### src/rtl/cfgport_pkg.sv
// Shared types and fixed index map for the keyed configuration port.
package cfgport_pkg;
    typedef enum logic [1:0] {
        KS_LOCKED = 2'd0,
        KS_HALF   = 2'd1,
        KS_OPEN   = 2'd2
    } key_state_t;

    localparam logic [7:0] IDX_LDSEL  = 8'h07;
    localparam logic [7:0] IDX_DEV_HI = 8'h20;
    localparam logic [7:0] IDX_DEV_LO = 8'h21;
    localparam logic [7:0] IDX_REV    = 8'h22;
    localparam logic [7:0] IDX_VEN_HI = 8'h23;
    localparam logic [7:0] IDX_VEN_LO = 8'h24;
endpackage

### src/rtl/cfgport_keyfsm.sv
// Key sequencer: tracks unlock/lock bytes written to the index port.
// Assumes idx_wr is a one-cycle strobe of an index-port write.
module cfgport_keyfsm #(
    parameter int          DW         = 8,
    parameter logic [DW-1:0] UNLOCK_KEY = 8'h87,
    parameter logic [DW-1:0] LOCK_KEY   = 8'hAA
) (
    input  logic          clk,
    input  logic          rst_n,
    input  logic          idx_wr,
    input  logic [DW-1:0] wdata,
    output logic          open,
    output logic          idx_load
);
    import cfgport_pkg::*;

    key_state_t state_q, state_d;

    // Next-state decode of the key sequence
    always_comb begin
        state_d  = state_q;
        idx_load = 1'b0;
        if (idx_wr) begin
            unique case (state_q)
                KS_LOCKED: if (wdata == UNLOCK_KEY) state_d = KS_HALF;
                KS_HALF:   state_d = (wdata == UNLOCK_KEY) ? KS_OPEN : KS_LOCKED;
                KS_OPEN: begin
                    if (wdata == LOCK_KEY) state_d = KS_LOCKED;
                    else                   idx_load = 1'b1;
                end
                default:   state_d = KS_LOCKED;
            endcase
        end
    end

    // State register
    always_ff @(posedge clk) begin
        if (!rst_n) state_q <= KS_LOCKED;
        else        state_q <= state_d;
    end

    assign open = (state_q == KS_OPEN);
endmodule

### src/rtl/cfgport_globals.sv
// Global register space: index register, logical-device select and
// read-only identification bytes. Assumes strobes are already qualified
// by port address and, for data writes, by the open state.
module cfgport_globals #(
    parameter int            DW      = 8,
    parameter logic [15:0]   DEV_ID  = 16'h1010,
    parameter logic [DW-1:0] REV     = 8'h01,
    parameter logic [15:0]   VEN_ID  = 16'h1934
) (
    input  logic          clk,
    input  logic          rst_n,
    input  logic          idx_load,
    input  logic          dat_wr,
    input  logic [DW-1:0] wdata,
    output logic [DW-1:0] index,
    output logic [DW-1:0] ld_sel,
    output logic [DW-1:0] glob_rdata
);
    import cfgport_pkg::*;

    // Index register, loaded only from an open-state index write
    always_ff @(posedge clk) begin
        if (!rst_n)        index <= '0;
        else if (idx_load) index <= wdata;
    end

    // Logical-device select register
    always_ff @(posedge clk) begin
        if (!rst_n)                               ld_sel <= '0;
        else if (dat_wr && index == IDX_LDSEL)    ld_sel <= wdata;
    end

    // Read decode of the local indices
    always_comb begin
        unique case (index)
            IDX_LDSEL:  glob_rdata = ld_sel;
            IDX_DEV_HI: glob_rdata = DEV_ID[15:8];
            IDX_DEV_LO: glob_rdata = DEV_ID[7:0];
            IDX_REV:    glob_rdata = REV;
            IDX_VEN_HI: glob_rdata = VEN_ID[15:8];
            IDX_VEN_LO: glob_rdata = VEN_ID[7:0];
            default:    glob_rdata = '0;
        endcase
    end
endmodule

### src/rtl/cfgport_fwd.sv
// Forwarder: passes data-port accesses at or above FWD_START to the
// selected logical device. Assumes strobes are qualified by open state.
module cfgport_fwd #(
    parameter int            DW        = 8,
    parameter logic [DW-1:0] FWD_START = 8'h30
) (
    input  logic          dat_wr,
    input  logic          dat_rd,
    input  logic [DW-1:0] index,
    input  logic [DW-1:0] wdata,
    output logic          fwd_hit,
    output logic [DW-1:0] ld_addr,
    output logic [DW-1:0] ld_wdata,
    output logic          ld_wr,
    output logic          ld_rd
);
    // Range decode and strobe generation
    always_comb begin
        fwd_hit  = (index >= FWD_START);
        ld_addr  = index;
        ld_wdata = wdata;
        ld_wr    = dat_wr && fwd_hit;
        ld_rd    = dat_rd && fwd_hit;
    end
endmodule

### src/rtl/keyed_cfg_port.sv
// Keyed index/data configuration port. Index port at BASE_ADDR, data
// port at BASE_ADDR+1. Assumes one-cycle io_wr/io_rd strobes, never
// both in the same cycle. Read data is registered: valid one cycle
// after io_rd, 0xFF otherwise.
module keyed_cfg_port #(
    parameter int              AW         = 16,
    parameter int              DW         = 8,
    parameter logic [AW-1:0]   BASE_ADDR  = 16'h002E,
    parameter logic [DW-1:0]   UNLOCK_KEY = 8'h87,
    parameter logic [DW-1:0]   LOCK_KEY   = 8'hAA,
    parameter logic [DW-1:0]   FWD_START  = 8'h30,
    parameter logic [15:0]     DEV_ID     = 16'h1010,
    parameter logic [DW-1:0]   REV        = 8'h01,
    parameter logic [15:0]     VEN_ID     = 16'h1934
) (
    input  logic          clk,
    input  logic          rst_n,
    input  logic [AW-1:0] io_addr,
    input  logic          io_wr,
    input  logic          io_rd,
    input  logic [DW-1:0] io_wdata,
    output logic [DW-1:0] io_rdata,
    output logic [DW-1:0] ld_sel,
    output logic [DW-1:0] ld_addr,
    output logic [DW-1:0] ld_wdata,
    output logic          ld_wr,
    output logic          ld_rd,
    input  logic [DW-1:0] ld_rdata
);
    localparam logic [AW-1:0] DATA_ADDR = BASE_ADDR + 1'b1;
    localparam logic [DW-1:0] IDLE_DATA = '1;

    logic          hit_idx, hit_dat;
    logic          open, idx_load, dat_wr, dat_rd, fwd_hit;
    logic [DW-1:0] index, glob_rdata;

    // Port address decode and open-state qualification
    always_comb begin
        hit_idx = (io_addr == BASE_ADDR);
        hit_dat = (io_addr == DATA_ADDR);
        dat_wr  = io_wr && hit_dat && open;
        dat_rd  = io_rd && hit_dat && open;
    end

    cfgport_keyfsm #(.DW(DW), .UNLOCK_KEY(UNLOCK_KEY), .LOCK_KEY(LOCK_KEY)) u_key (
        .clk      (clk),
        .rst_n    (rst_n),
        .idx_wr   (io_wr && hit_idx),
        .wdata    (io_wdata),
        .open     (open),
        .idx_load (idx_load)
    );

    cfgport_globals #(.DW(DW), .DEV_ID(DEV_ID), .REV(REV), .VEN_ID(VEN_ID)) u_glob (
        .clk        (clk),
        .rst_n      (rst_n),
        .idx_load   (idx_load),
        .dat_wr     (dat_wr),
        .wdata      (io_wdata),
        .index      (index),
        .ld_sel     (ld_sel),
        .glob_rdata (glob_rdata)
    );

    cfgport_fwd #(.DW(DW), .FWD_START(FWD_START)) u_fwd (
        .dat_wr   (dat_wr),
        .dat_rd   (dat_rd),
        .index    (index),
        .wdata    (io_wdata),
        .fwd_hit  (fwd_hit),
        .ld_addr  (ld_addr),
        .ld_wdata (ld_wdata),
        .ld_wr    (ld_wr),
        .ld_rd    (ld_rd)
    );

    // Registered read-data return
    always_ff @(posedge clk) begin
        if (!rst_n)                    io_rdata <= IDLE_DATA;
        else if (io_rd && hit_idx)     io_rdata <= open ? index : IDLE_DATA;
        else if (dat_rd)               io_rdata <= fwd_hit ? ld_rdata : glob_rdata;
        else                           io_rdata <= IDLE_DATA;
    end
endmodule

### config.mk
export PLATFORM = sky130hd
export DESIGN_NAME = keyed_cfg_port
export DESIGN_NICKNAME = d
export VERILOG_FILES = /design/src/rtl/cfgport_pkg.sv /design/src/rtl/cfgport_keyfsm.sv /design/src/rtl/cfgport_globals.sv /design/src/rtl/cfgport_fwd.sv /design/src/rtl/keyed_cfg_port.sv
export SDC_FILE = /design/constraint.sdc
export NUM_CORES = 1
export LEC_CHECK = 0
export BUFFER_PORTS_ARGS = -buffer_cell sky130_fd_sc_hd__buf_2
export CELL_PAD_IN_SITES_DETAIL_PLACEMENT = 1
export CELL_PAD_IN_SITES_GLOBAL_PLACEMENT = 1
export CORE_MARGIN = 5
export CORE_UTILIZATION = 31
export DETAILED_ROUTE_END_ITERATION = 10
export PLACE_DENSITY_LB_ADDON = 0.1
export SETUP_SLACK_MARGIN = 0.2
export SLEW_MARGIN = 20
export SYNTH_ARGS = -nofsm -noshare
export SYNTH_HDL_FRONTEND = slang
export SYNTH_SLANG_ARGS = --single-unit
### constraint.sdc
create_clock -name clk -period 2.4 [get_ports clk]
set_input_delay 0 -clock clk [delete_from_list [all_inputs] [get_ports clk]]
set_output_delay 0 -clock clk [all_outputs]
set_load 0.05 [all_outputs]
==> results.md, run 1 <==
- Worst EP arrival: 1.95 ns
- Power per cell area: 497 nW/um^2
- Syn Inst Count: 154
- Non-filler instance count after layout: 270
- Largest stage delay on the critical path: 0.58 ns
- Core ar.: 4260 sq um
- Register area share after synthesis: 0.388
- Clock slew at reported path FFs: 0.09 ns
- Synth warn: 0
- CP max-delay cell: or4_4
- GP Congestion: around 0.71
- Final worst-path setup slack: 0.621 ns
- Syn Area/Cell: 8.71 sq um
- DRC violation count after routing: 0
- Post-DP HPWL: 3440 microns
- CTS tree: done
- Crit-path cells: or4_4 > nor4_4 > buf_4 > mux2i_1 > nor2b_1
- Layout cell share with drive strength beyond 1: 0.362
- N_diodes: 0
- Tcrit/Tclk final: 0.741
- Status: finished clean
- CP delay by family, top: simple AND/OR/NAND/NOR gates
- Gr ovfl total: 0
- Via/cell ratio: 4.99
- Chip width: 75.8 microns
- Vias in the first global route: between 1000 and 1500
- Sink Count: 26
- Port buffer count: 69
- Starting Density: 0.315
- RSZ-0062 raised after global routing: false
- Worst EP required: approximately 2.6 ns
- FF/Latch Area: 520 sq um
- Maximum VDD drop: about 0.25 mV
- GRT Overall Usage: 0.162
- Post-CTS Setup Bufs: 0
- Detail Route Antenna Nets: 0
- Placed Instances: 263
- Initial antenna violation count: 0
- Htree depth: 1
- Post-layout minimum cycle time: 1.78 ns
- Post-place setup slack: 0.635 ns
- Maximum clock rate: 562 MHz
- 1st-iter DRT viols: 40
- DR vias: 1346
- CTS Root Cell: clkbuf_8
- Synth cell types: 30
- Final core utilization: 0.419
- I/O pin count: 70
- # setup viols final: 0
- WL/cell: 16.2 microns
- Clock Latency Late Sink: around 0.27 ns
- Die H: around 76 microns
- Multi-input logic area: 743 sq um
- Sum Neg Setup Slack: 0 ns
- Post-route clock skew: ~0.00075 ns
- Worst path buffer plus inverter count: 1
- CP endpoint kind: register
- Max-slew headroom: 0.619
- Number of synthesized register bits: 26
- Pre-antenna DRT Iters: 4
- CTS Buf Count: 3
- Max-slew violation count: 0
- Final WL: 4390 microns
- Largest net degree at the start of global routing: 36
- Mapped cell area: 1340 sq um
- Nets@finish: 255
- Fillers: 547
- Area grow syn2layout: 33.2%
- Critical path class: reg -> reg
- Pleak: 0.000822 uW
- Worst hold path type: in -> reg
- Max Cap Viol: 0
- Worst-Margin Slew: about 0.57 ns
- Std cell rows: 24
- Critical Path Start Type: register
- Die area: approximately 5700 sq um
- Max Buffers Root-to-Sink: 2
- Crit path max fanout: 8
- Post-synth net total: 190
- First-pass GRT wire length: around 7000 microns
- Hold Fails Final Rpt: 0
==> area by class of cell <==
cell class                 instances  area share
clock inverter                     1      0.0168
timing repair buffer              73       0.214
sequential                        26       0.291
multi-input combinational        114       0.416
tap                               52      0.0364
clock buffer                       3      0.0231
inverter                           1     0.00210
==> Yosys cell counts <==
| library cell | n | area (sq um) |
|---|---|---|
| and3_1 | 3 | 18.8 |
| nand4_1 | 4 | 25.0 |
| and4b_1 | 1 | 10.0 |
| nor2_1 | 11 | 41.3 |
| mux2i_1 | 17 | 170 |
| nor2b_1 | 13 | 81.3 |
| o21ai_0 | 8 | 40.0 |
| a21oi_1 | 2 | 10.0 |
| and3b_1 | 1 | 8.76 |
| nor4_4 | 1 | 21.3 |
| nand2_1 | 24 | 90.1 |
| nor4_1 | 3 | 18.8 |
| inv_1 | 1 | 3.75 |
| a21boi_0 | 1 | 7.51 |
| a31oi_1 | 1 | 6.26 |
| nor3_1 | 2 | 10.0 |
| nand3_1 | 3 | 15.0 |
| clkbuf_1 | 5 | 18.8 |
| and2_1 | 2 | 12.5 |
| a211oi_1 | 1 | 7.51 |
| buf_4 | 8 | 60.1 |
| o22ai_1 | 3 | 18.8 |
| nand4b_1 | 1 | 8.76 |
| dfxtp_1 | 26 | 521 |
| nor3b_1 | 2 | 15.0 |
| nor4bb_1 | 1 | 10.0 |
| a221oi_1 | 6 | 52.6 |
| a211o_2 | 1 | 10.0 |
| nand3_4 | 1 | 17.5 |
| or4_4 | 1 | 11.3 |
==> routing by layer <==
metal / part of all wire / GRT usage / up-vias
met3: 0.047 / 0.0277 / 2
met4: 0.0055 / 0.0291 / 0
li1: - / - / 677
met2: 0.50 / 0.288 / 30
met5: 0 / 0 / -
met1: 0.45 / 0.205 / 637
==> cells in the final DEF (no fill, tap or decap), types with 2 or more instances in the layout <==
cell type	Yosys	routed
buf_2	0	69
dfxtp_1	26	26
nand2_1	24	24
mux2i_1	17	17
nor2b_1	13	13
nor2_1	11	11
o21ai_0	8	8
a221oi_1	6	6
nand4_1	4	4
nor4_1	3	3
and3_1	3	3
nand3_1	3	3
o22ai_1	3	3
clkbuf_8	0	3
dlygate4sd3_1	0	3
and2_1	2	2
nor3_1	2	2
a21oi_1	2	2
==> kinds of logic (layout without fill, tap and decap cells) <==
family	Yosys count	after routing	synth area share
buffers and inverters	14	78	0.0616
DFF	26	26	0.388
muxes	17	17	0.127
and+or+nand+nor	74	74	0.310
AOI/OAI and AO/OA	23	23	0.114
==> stage by stage <==
stage / total power [uW] / hold WS [ns] / instance area, sq um
4_1_cts: 903 / 0.00396 / 1790
2_1_floorplan: 495 / 0.139 / 1350
5_1_grt: 922 / 0.00854 / 1790
6_report: 888 / 0.00480 / 1790
3_3_place_gp: 528 / 0.281 / 1690
3_5_place_dp: 529 / 0.283 / 1690
==> registers in the layout, indices dropped and copies added, names as in the netlist <==
signal / count
u_glob.index: 8
io_rdata: 8
u_key.state_q: 2
u_glob.ld_sel: 8
==> report_power, final <==
group / internal (uW) / switching [uW]
logic: 35.4 / 55.9
clock network: 223 / 143
registers: 431 / 0.00000119
==> worst paths after layout <==
check              startpoint  cells after the start  slack (ns)                to
max           u_glob.index[7]                      5        0.62  u_glob.ld_sel[1]
min               io_wdata[2]                      3       0.005   u_glob.index[2]
max reg2reg   u_glob.index[7]                      5        0.62  u_glob.ld_sel[1]
min reg2reg  u_key.state_q[1]                      2        0.53  u_key.state_q[1]
==> worst reg2reg max path: cells and delay by family (launching register included) <==
kind	cells	cell delay, ns
and+or+nand+nor	3	0.86
DFF	1	0.37
buffers and inverters	1	0.23
muxes	1	0.21
==> what timing repair did <==
action / in CTS / in global routing
hold buffers: 3 / 0
hold endpoints to repair: 3 / 0
resized for setup: 0 / 0
(Power assumes the default switching activity.)
==> inputs of run 2 (changes only) <==
- CORE_UTILIZATION: 31 -> 28
- clock period: 2.4 -> 1.56 ns (I/O delays scaled with it)
==> run 2 against run 1 <==
Against the previous run:
- largest cell class unchanged
- worst hold slack lost 0.0044 ns
- maximum frequency grew 7.9%
- the flow now finishes with violations (setup timing)
- combinational power is 65% higher
==> results.md, run 2 (synthesis results as in run 1) <==
- Status: finished with violations
- Failing checks: setup timing
- Final WL: 4870 microns (+11%)
- Max-slew violation count: 0 (unchanged)
- Via/cell ratio: 4.88 (-2.2%)
- Largest net degree at the start of global routing: 36 (unchanged)
- Worst EP arrival: 1.82 ns (-0.13 ns)
- Clock slew at reported path FFs: 0.09 ns (about the same)
- Final Cell Area: 2190 sq um (+23%)
- Commonest non-fill, non-tap cells in the layout: buf_2 (67), nand2_1 (24), mux2i_1 (17), dfxtp_1 (17), buf_4 (15)
- Maximum VDD drop: 0.344 mV (+40%)
- Die H: 79.2 microns (+4.5%)
- CTS Root Cell: clkbuf_8
- Maximum clock rate: 606 MHz (+7.9%)
- Final core utilization: 0.467 (+0.0485)
- Post-layout minimum cycle time: 1.65 ns (-0.131 ns)
- RSZ-0062 raised after global routing: true
- Most common cell after layout, fill and taps aside: buf_2
- Initial antenna violation count: 0 (unchanged)
- Placed cell areas: 1850 sq um (+9.7%)
- Die area: 6270 sq um (+9.3%)
- GP Congestion: 0.738 (+3.5%)
- Vias in the first global route: 1484 (+5.8%)
- Crit path max fanout: 8 (unchanged)
- PnR Total Power: 1240 uW (+40%)
- 1st-iter DRT viols: 34 (-15%)
- Clock Latency Late Sink: 0.27 ns (about the same)
- Post-DP HPWL: 3680 microns (+7.2%)
- Worst EP required: 1.73 ns (-0.84 ns)
- Nets@finish: 279 (+9.4%)
- I/O pin count: 70 (unchanged)
- Pleak: 0.00102 uW (+24%)
- Htree depth: 1 (unchanged)
- Critical path class: reg -> reg
- Post-place setup slack: -0.124 ns (-0.759 ns)
- Max Cap Viol: 0 (unchanged)
- Port buffer count: 69 (unchanged)
- Tcrit/Tclk final: 1.06 (+0.316)
- Chip width: 79.2 microns (+4.5%)
- WL/cell: 16.5 microns (+1.3%)
- DR vias: 1443 (+7.2%)
- Core ar.: 4690 sq um (+10%)
- N_diodes: 0 (unchanged)
- Top flop regs: io_rdata x8, u_glob.index x8, u_glob.ld_sel x8
- Hold Fails Final Rpt: 0 (unchanged)
- Worst-Margin Slew: 0.596 ns (+0.0250 ns)
- Layout cell share with drive strength beyond 1: 0.533 (+0.171)
- Final worst-path setup slack: -0.0889 ns (-0.709 ns)
- Max Buffers Root-to-Sink: 2 (unchanged)
- First-pass GRT wire length: 7640 microns (+9.2%)
- CP endpoint kind: register
- Starting Density: 0.286 (-0.0287)
- Pre-antenna DRT Iters: 4 (unchanged)
- CTS Buf Count: 3 (unchanged)
- Max-slew headroom: 0.603 (-0.0156)
- # setup viols final: 9 (+9)
- GRT Overall Usage: 0.154 (-0.00746)
- Power per cell area: 567 nW/um^2 (+14%)
- Critical Path Start Type: register
- Gr ovfl total: 0 (unchanged)
- Detail Route Antenna Nets: 0 (unchanged)
- CTS tree: done
- DRC violation count after routing: 0 (unchanged)
- Post-route clock skew: 0.00355 ns (+0.00279 ns)
- Area grow syn2layout: 63.5%
- Worst hold path type: in -> reg
- Sink Count: 26 (unchanged)
- Std cell rows: 25 (+4.2%)
[run 2: cell types whose count changed in the layout (fill, tap and decap cells not counted), sizes merged]
cell         previous run  this run
buf                    70        91
clkbuf                  3         4
dlygate4sd3             3         5
bufinv                  1         0
a211o                   1         2
[run 2: path summary, 6_finish.rpt]
kind / start / slack [ns] / endpoint / depth (start not counted)
max: u_key.state_q[0] / -0.09 / u_glob.ld_sel[1] / 7
min: ld_rdata[3] / 0.0004 / io_rdata[3] / 3
max reg2reg: u_key.state_q[0] / -0.09 / u_glob.ld_sel[1] / 7
min reg2reg: u_glob.index[5] / 0.55 / u_glob.index[5] / 2
[run 2: worst max-delay path, cell delays in order, from the launching register on]
cell and delay (ns):
dfxtp_1 0.32, and3b_1 0.21, nand4_1 0.12, buf_6 0.16, nor4_4 0.31, buf_12 0.17
mux2i_1 0.19, nor2b_1 0.06
[run 2: stage by stage]
step                      hold WS, ns  cells  TNS (ns)
final                        0.000361    296    -0.671
after global routing          0.00242    296     -1.57
after CTS                     0.00274    289    -0.846
after detailed placement        0.279    279     -1.04
after floorplan                 0.128    154     -2.09
after global placement          0.270    279    -0.859
[run 2: final cells by class]
class                      count  area, sq um
timing repair buffer          96          612
tap                           54         67.6
clock buffer                   4         55.1
sequential                    26          544
multi-input combinational    115          911
fill                         568         2500
inverter                       1         3.75
[run 2: timing repair]
item,CTS,global route
setup buffers,2,5
pin swaps,13,7
gates resized for setup,34,10
endpoints found under the setup margin,18,27
gates cloned,1,0
endpoints found under the hold margin,3,2
hold buffers,3,2
[run 2: where the power goes]
| group | switching (uW) | leakage (uW) | internal, uW |
|---|---|---|---|
| Clock | 213 | 0.0000288 | 226 |
| Combinational | 91.7 | 0.000772 | 59.0 |
| Sequential | 0.000000960 | 0.000216 | 654 |
[run 2: routing by layer]
metal / share of wire / global-route usage / routed length, microns
met3: 0.050 / 0.0385 / 244
met4: 0.012 / 0.0344 / 59
met1: 0.46 / 0.194 / 2230
met2: 0.48 / 0.264 / 2340
met5: 0 / 0 / 0
